$ cat src/rtl/irq_disp_pkg.sv
// Package: shared entry layout and message formatting for the dispatch engine.
// Assumes: 64-bit redirection entries with the field positions below.
package irq_disp_pkg;

    localparam logic [31:0] MSG_ADDR_BASE = 32'hFEE0_0000;

    typedef struct packed {
        logic [15:0] dest;      // 63:48
        logic [30:0] rsvd_hi;   // 47:17
        logic        mask;      // 16
        logic        trig;      // 15, 1 = level
        logic        rirr;      // 14
        logic [1:0]  rsvd_lo;   // 13:12
        logic        dmode;     // 11
        logic [2:0]  dlv;       // 10:8
        logic [7:0]  vec;       // 7:0
    } redir_t;

    localparam redir_t ENTRY_RESET = '{mask: 1'b1, default: '0};

    // Build the message address from an entry.
    function automatic logic [31:0] msg_addr_of(redir_t e);
        return MSG_ADDR_BASE | {12'h0, e.dest, 4'h0} | {29'h0, e.dmode, 2'b00};
    endfunction

    // Build the message data word from an entry.
    function automatic logic [31:0] msg_data_of(redir_t e);
        return {16'h0, e.trig, 4'h0, e.dlv, e.vec};
    endfunction

endpackage

$ cat src/rtl/irq_redir_table.sv
// Module: storage for one redirection entry per pin.
// Does: whole-entry writes, a combinational read for software, a second
// read at the scan pointer, and remote-IRR setting on level delivery.
// Assumes: an external write in the same cycle as a delivery wins.
module irq_redir_table
    import irq_disp_pkg::*;
#(
    parameter int NUM_PINS = 24,
    localparam int PW = $clog2(NUM_PINS)
) (
    input  logic                clk,
    input  logic                rst_n,
    input  logic                wr_en,
    input  logic [PW-1:0]       wr_idx,
    input  logic [63:0]         wr_data,
    input  logic [PW-1:0]       rd_idx,
    output logic [63:0]         rd_data,
    input  logic [PW-1:0]       scan_idx,
    output redir_t              scan_ent,
    input  logic                rirr_set,
    input  logic [PW-1:0]       rirr_idx,
    output logic [NUM_PINS-1:0] trig_vec,
    output logic [NUM_PINS-1:0] mask_vec,
    output logic [NUM_PINS-1:0] rirr_vec
);

    redir_t ent_q [NUM_PINS];

    // Per-entry storage: reset, external write, or remote-IRR set on delivery.
    for (genvar p = 0; p < NUM_PINS; p++) begin : g_ent
        always_ff @(posedge clk) begin
            if (!rst_n)
                ent_q[p] <= ENTRY_RESET;
            else if (wr_en && int'(wr_idx) == p)
                ent_q[p] <= redir_t'(wr_data);
            else if (rirr_set && int'(rirr_idx) == p)
                ent_q[p].rirr <= 1'b1;
        end
        assign trig_vec[p] = ent_q[p].trig;
        assign mask_vec[p] = ent_q[p].mask;
        assign rirr_vec[p] = ent_q[p].rirr;
    end

    // Software read port, zero outside the table.
    always_comb begin
        rd_data = '0;
        if (int'(rd_idx) < NUM_PINS) rd_data = 64'(ent_q[rd_idx]);
    end

    // Scan read port; the scan pointer never leaves the table.
    assign scan_ent = ent_q[scan_idx];


    rirr_after_level_chk: assert property (@(posedge clk) disable iff (!rst_n)
        (rirr_set && !wr_en) |=> rirr_vec[$past(rirr_idx)]);

endmodule

$ cat src/rtl/irq_pin_latch.sv
// Module: pending bits for all pins and the scan-start decision.
// Does: reroutes input 0 to pin 2, drops inputs past the table, applies
// edge/level rules, and clears edge pins once delivered.
// Assumes: an input event in the same cycle as a delivery of that pin wins.
module irq_pin_latch #(
    parameter int NUM_PINS  = 24,
    parameter int IN_W      = 5,
    parameter int REMAP_PIN = 2,
    localparam int PW = $clog2(NUM_PINS)
) (
    input  logic                clk,
    input  logic                rst_n,
    input  logic                ev_valid,
    input  logic [IN_W-1:0]     ev_num,
    input  logic                ev_level,
    input  logic [NUM_PINS-1:0] trig_vec,
    input  logic [NUM_PINS-1:0] mask_vec,
    input  logic [NUM_PINS-1:0] rirr_vec,
    input  logic                clr_valid,
    input  logic [PW-1:0]       clr_idx,
    output logic [NUM_PINS-1:0] pend,
    output logic                kick
);

    logic [NUM_PINS-1:0] pend_q, pend_d;
    logic [PW-1:0]       pin;
    logic                in_range;

    // Map the input number onto a pin.
    assign in_range = int'(ev_num) < NUM_PINS;
    assign pin      = (ev_num == '0) ? PW'(REMAP_PIN) : PW'(ev_num);

    // Next pending vector and scan request from the event rules.
    always_comb begin
        pend_d = pend_q;
        kick   = 1'b0;
        if (clr_valid) pend_d[clr_idx] = 1'b0;
        if (ev_valid && in_range) begin
            if (trig_vec[pin]) begin
                pend_d[pin] = ev_level;
                kick        = ev_level && !rirr_vec[pin];
            end else if (ev_level && !mask_vec[pin]) begin
                pend_d[pin] = 1'b1;
                kick        = 1'b1;
            end
        end
    end

    // Pending register.
    always_ff @(posedge clk) begin
        if (!rst_n) pend_q <= '0;
        else        pend_q <= pend_d;
    end

    assign pend = pend_q;


    pin0_idle_chk: assert property (@(posedge clk) disable iff (!rst_n)
        !pend_q[0]);

endmodule

$ cat src/rtl/irq_scan_fsm.sv
// Module: scan pointer and message former.
// Does: walks pins upwards one per cycle, stalls on an offered message until
// ready, and remembers scan requests that arrive mid-scan for one more pass.
// Assumes: scan_ent is the entry at ptr in the same cycle.
module irq_scan_fsm
    import irq_disp_pkg::*;
#(
    parameter int NUM_PINS = 24,
    localparam int PW = $clog2(NUM_PINS)
) (
    input  logic                clk,
    input  logic                rst_n,
    input  logic                kick,
    input  logic [NUM_PINS-1:0] pend,
    input  redir_t              scan_ent,
    output logic [PW-1:0]       ptr,
    input  logic                msg_ready,
    output logic                msg_valid,
    output logic [31:0]         msg_addr,
    output logic [31:0]         msg_data,
    output logic                fire,
    output logic                fire_lvl
);

    logic          scan_q, again_q;
    logic [PW-1:0] ptr_q;
    logic          deliverable, step, last;
    logic          unused_rsvd;

    assign unused_rsvd = ^{scan_ent.rsvd_hi, scan_ent.rsvd_lo};

    // Decide whether the current pin sends a message and when to move on.
    assign deliverable = scan_q && pend[ptr_q] && !scan_ent.mask
                         && !(scan_ent.trig && scan_ent.rirr);
    assign step     = scan_q && (!deliverable || msg_ready);
    assign last     = int'(ptr_q) == NUM_PINS - 1;
    assign fire     = deliverable && msg_ready;
    assign fire_lvl = scan_ent.trig;

    // Scan state: idle/active, pointer, and the pending rescan flag.
    always_ff @(posedge clk) begin
        if (!rst_n) begin
            scan_q  <= 1'b0;
            again_q <= 1'b0;
            ptr_q   <= '0;
        end else if (!scan_q) begin
            again_q <= 1'b0;
            if (kick) begin
                scan_q <= 1'b1;
                ptr_q  <= '0;
            end
        end else if (step && last) begin
            again_q <= 1'b0;
            ptr_q   <= '0;
            if (!(again_q || kick)) scan_q <= 1'b0;
        end else begin
            if (step) ptr_q <= ptr_q + PW'(1);
            if (kick) again_q <= 1'b1;
        end
    end

    assign ptr       = ptr_q;
    assign msg_valid = deliverable;
    assign msg_addr  = msg_addr_of(scan_ent);
    assign msg_data  = msg_data_of(scan_ent);


    stall_hold_chk: assert property (@(posedge clk) disable iff (!rst_n)
        (msg_valid && !msg_ready) |=> $stable(ptr_q) && scan_q);


    idle_quiet_chk: assert property (@(posedge clk) disable iff (!rst_n)
        !scan_q |-> !msg_valid);

endmodule

$ cat src/rtl/irq_dispatch_engine.sv
// Module: top of the interrupt pin dispatch engine.
// Does: joins the pin latch, the redirection table and the scan engine; any
// table write also starts a scan so newly deliverable pins are serviced.
// Assumes: msg_ready may stay low for any number of cycles.
module irq_dispatch_engine
    import irq_disp_pkg::*;
#(
    parameter int NUM_PINS = 24,
    parameter int IN_W     = 5,
    localparam int PW = $clog2(NUM_PINS)
) (
    input  logic            clk,
    input  logic            rst_n,
    input  logic            irq_valid,
    input  logic [IN_W-1:0] irq_num,
    input  logic            irq_level,
    input  logic            tbl_wr_en,
    input  logic [PW-1:0]   tbl_wr_idx,
    input  logic [63:0]     tbl_wr_data,
    input  logic [PW-1:0]   tbl_rd_idx,
    output logic [63:0]     tbl_rd_data,
    output logic            msg_valid,
    input  logic            msg_ready,
    output logic [31:0]     msg_addr,
    output logic [31:0]     msg_data
);

    logic [NUM_PINS-1:0] trig_vec, mask_vec, rirr_vec, pend;
    logic [PW-1:0]       ptr;
    redir_t              scan_ent;
    logic                pin_kick, fire, fire_lvl;

    irq_redir_table #(.NUM_PINS(NUM_PINS)) u_table (
        .clk(clk), .rst_n(rst_n),
        .wr_en(tbl_wr_en), .wr_idx(tbl_wr_idx), .wr_data(tbl_wr_data),
        .rd_idx(tbl_rd_idx), .rd_data(tbl_rd_data),
        .scan_idx(ptr), .scan_ent(scan_ent),
        .rirr_set(fire && fire_lvl), .rirr_idx(ptr),
        .trig_vec(trig_vec), .mask_vec(mask_vec), .rirr_vec(rirr_vec)
    );

    irq_pin_latch #(.NUM_PINS(NUM_PINS), .IN_W(IN_W)) u_latch (
        .clk(clk), .rst_n(rst_n),
        .ev_valid(irq_valid), .ev_num(irq_num), .ev_level(irq_level),
        .trig_vec(trig_vec), .mask_vec(mask_vec), .rirr_vec(rirr_vec),
        .clr_valid(fire && !fire_lvl), .clr_idx(ptr),
        .pend(pend), .kick(pin_kick)
    );

    irq_scan_fsm #(.NUM_PINS(NUM_PINS)) u_scan (
        .clk(clk), .rst_n(rst_n),
        .kick(pin_kick || tbl_wr_en), .pend(pend), .scan_ent(scan_ent),
        .ptr(ptr), .msg_ready(msg_ready), .msg_valid(msg_valid),
        .msg_addr(msg_addr), .msg_data(msg_data),
        .fire(fire), .fire_lvl(fire_lvl)
    );


    no_coalesced_msg_chk: assert property (@(posedge clk) disable iff (!rst_n)
        msg_valid |-> !(rirr_vec[ptr] && trig_vec[ptr]));


    stall_content_chk: assert property (@(posedge clk) disable iff (!rst_n)
        (msg_valid && !msg_ready && !tbl_wr_en && !irq_valid)
        |=> msg_valid && $stable(msg_addr) && $stable(msg_data));

endmodule

$ cat config.mk
export PLATFORM = sky130hd
export DESIGN_NAME = irq_dispatch_engine
export DESIGN_NICKNAME = d
export VERILOG_FILES = /design/src/rtl/irq_disp_pkg.sv /design/src/rtl/irq_redir_table.sv /design/src/rtl/irq_pin_latch.sv /design/src/rtl/irq_scan_fsm.sv /design/src/rtl/irq_dispatch_engine.sv
export SDC_FILE = /design/constraint.sdc
export NUM_CORES = 2
export LEC_CHECK = 0
export CAP_MARGIN = 20
export CORE_MARGIN = 3
export CORE_UTILIZATION = 40
export CTS_CLUSTER_SIZE = 25
export DETAILED_ROUTE_END_ITERATION = 10
export PLACE_DENSITY = 0.67
export SLEW_MARGIN = 0
export SYNTH_ARGS = -nofsm -noshare
export SYNTH_HDL_FRONTEND = slang
export SYNTH_SLANG_ARGS = --single-unit
$ cat constraint.sdc
create_clock -name clk -period 18.4 [get_ports clk]
set_input_delay 3.68 -clock clk [delete_from_list [all_inputs] [get_ports clk]]
set_output_delay 3.68 -clock clk [all_outputs]
set_load 0.01 [all_outputs]
==> results by group <==
CTS
  – TritonCTS clock tree: done
  – Root buf cell: clkbuf_16
  – CTS resizes: 0
  – Num CTS Buffers: 156
  – H-tree levels: 4
  – CTS Buffer Depth: 3
  – Reg clk slew, reported paths: 0.06 ns
  – Clk sink count: 1572
  – # Post-CTS Setup Buffers: 0
  – Clk_lat worst skew: 0.80 ns
  – Hold-fix buffers, CTS: 0

GRT
  – Initial antenna violation count: 45
  – Global-route wire length before repair: 353600 µm
  – Vias in the first global route: 47668
  – Largest net degree at the start of global routing: about 100
  – Gr ovfl total: 0
  – GRT Overall Usage: 24.83%

Place
  – Detailed placement HPWL: 133500 µm
  – Worst Setup Slack post-DPL: 6.808 ns
  – I/O Buffers: 178
  – Dpl cells: 7360
  – GP Congestion: 0.9217

Die
  – Chip Height: 448.0 µm
  – Io pins: 214
  – Core region area: 0.1934 mm²
  – FP Rows: 161
  – Initial Util: 40.41%
  – Die area: 0.2007 mm²
  – Die X: 448.0 µm

Setup path
  – Crit Path Category: in -> out
  – Worst Path Required: approximately 15 ns
  – Crit end category: output port
  – Arrival time worst endpoint: 7.74 ns
  – CP max FO: 97
  – Critical path startpoint category: primary input

Pwr
  – Sw power: between 1.5 and 2 mW
  – Clock Power Share: 38.0%
  – Leak pwr: 29.12 nW
  – Seq pwr share: 50.6%
  – Peak supply drop: 101.7 µV
  – P per Cell Area: 95.19 mW/mm²
  – Pwr Total: just over 8 mW
  – Comb pwr share: 11.4%
  – P_int: 6.323 mW
  – Sw Share: 23.95%

Yosys
  – Top FF cell, synth: edfxtp_1
  – Post-synth EDFFs: around 1500
  – Synthesis warning total: 0
  – Post-synth ARST share: 0%
  – Largest family of logic cells by synthesized area: multiplexers
  – Post-Syn Area per Cell: roughly 15 µm²
  – #FFs+latches synth: approximately 1600
  – Complex-gate fraction of the synthesized area: 2.334%
  – XOR/XNOR share of the synthesized area: 0%
  – Top cells by area, synth: edfxtp_1 59%, mux4_2 19%, and2_1 12%, clkbuf_1 2.0%, mux2i_1 1.4%
  – Yosys top cell area share: 59.02%
  – Synth Area in Adders: 0.08005%
  – Mapped Area: between 0.07 and 0.08 mm²
  – Mux cell area share after synthesis: 20.78%
  – Gate Count Post-Synth: about 5000
  – Post-synth cell types: 61
  – Synth Area in Simple Gates: 13.69%
  – Sequential fraction of the synthesis area: between 50% and 60%
  – Area leader, netlist: edfxtp_1

Route
  – Drt pass-1 iters: 6
  – Vias per Instance: 6.123
  – Initial drt markers: 6568
  – Met2 routed WL: 123500 µm
  – Final antenna-violating net count: 0
  – WL met1: 89160 µm
  – Drt total wl: about 250000 µm
  – Met3 WL: 23980 µm
  – Wire per inst: between 30 and 40 µm
  – Via count: 46917
  – Top Metal Used: met5
  – # DRC: 0

STA
  – Final period utilization: between 60 and 70%
  – Max Clock Skew: 0.01679 ns
  – Max Clock Freq: 87.55 MHz
  – Hold_ws: about 0.47 ns
  – Post-Route Setup TNS: 0 ns
  – Final setup violation count: 0
  – Shortest period the worst path allows: 11.42 ns
  – Final setup margin: about 7.0 ns
  – Max Transition Viols Final: 0
  – Slew @ Worst Pin: 1.256 ns
  – Hold Fails Final Rpt: 0
  – Unrepaired setup endpoints after global routing: no
  – Relative slew margins: between 10% and 20%

Final layout
  – Footprint of the multi-input gates: 0.02940 mm²
  – Most common cell after layout, fill and taps aside: edfxtp_1
  – Fillers: 16614
  – Reg area: 0.04686 mm²
  – Layout Cells excl Fill: 7662
  – Commonest non-fill, non-tap cells in the layout: 1536 x edfxtp_1, 1492 x and2_1, 664 x mux4_2
  – Share of cells above drive strength 1: 20.81%
  – Nets: 5084
  – Layout area overhead: 11.76%

Status
  – Outcome: finished clean

Flow run
  – Number of max-cap violations: 0

Worst hold path
  – Hold/Removal Path Class: reg -> reg
==> power by group through the flow <==
stage | Sequential, mW | Combinational (mW) | Clock, mW
3_5_place_dp | 4.28 | 0.946 | 0
5_1_grt | 4.22 | 0.990 | 3.32
3_3_place_gp | 4.27 | 0.942 | 0
4_1_cts | 4.20 | 0.948 | 3.19
2_1_floorplan | 4.26 | 0.600 | 0
6_report | 4.21 | 0.949 | 3.16
==> Yosys cell counts, types with 4 or more instances <==
library cell  count
and2_1         1492
buf_2            35
nor2_1           86
ha_1              5
nor4_1            6
nand4_1           6
nand3_1          20
inv_1            79
nand2b_1         12
a21oi_1          61
mux4_2          664
mux2_2           16
o21bai_1         22
mux2i_1         108
o21ai_0          79
a221oi_1          4
buf_4            36
clkbuf_1        413
o31ai_1          23
dfxtp_1          36
nand3b_1          6
buf_1            38
edfxtp_1       1536
o22ai_1          69
nor3_1           10
or3_1            27
nand2_1          81
nor2b_1          11
a211oi_1          5
==> logic make-up after synthesis <==
group	after synthesis
simple gates	1775
flops	1572
mux	789
buf+inv	604
compound gates	296
fa+ha+maj	5
other cells	2
==> critical path, cell delays in order <==
cell	delay, ns
buf_8	0.55
buf_12	0.70
buf_12	0.58
mux4_2	0.61
mux4_2	0.46
inv_1	0.10
o22ai_1	0.23
clkdlybuf4s50_1	0.59
==> per-layer routing <==
layer | up-vias | global-route usage [%]
met1 | 24533 | 30.78
met4 | 14 | 12.23
met2 | 2879 | 41.87
met3 | 593 | 4.677
li1 | 18898 | -
met5 | - | 0
==> layout make-up <==
class / instances / share of cell area (%)
clock inverters: 75 / 0.8151
clock buffers: 197 / 4.796
diodes: 28 / 0.08022
flip-flops and latches: 1572 / 53.65
well taps: 2526 / 3.619
multi-input cells: 2900 / 33.66
repair buffers: 285 / 3.040
inverters: 79 / 0.3424
==> final timing paths <==
kind | from | endpoint | slack [ns] | cells after the start
min reg2reg | u_latch.pend[0]$_SDFF_PN0_ | u_latch.pend[0]$_SDFF_PN0_ | 0.47 | 1
min | u_latch.pend[0]$_SDFF_PN0_ | u_latch.pend[0]$_SDFF_PN0_ | 0.47 | 1
max reg2reg | register | u_table.ent_q[21][14]$_DFFE_PP_ | 14.04 | 8
max | tbl_rd_idx[0] | tbl_rd_data[39] | 6.98 | 8
==> sequential cells by signal (all words and copies together) (netlist names), named ones only <==
name and flops:
u_latch.pend 24, u_scan.again_q 1, u_scan.scan_q 1, u_scan.ptr 5, u_table.ent_q 1536
==> per-stage QoR <==
step                cell area (µm²)  utilization, %
global placement              82330           42.57
CTS                           87230           45.11
detailed placement            82330           42.57
floorplan                     78280               -
finish                        87340           45.16
global route                  87300           45.14
(Power assumes the default switching activity.)
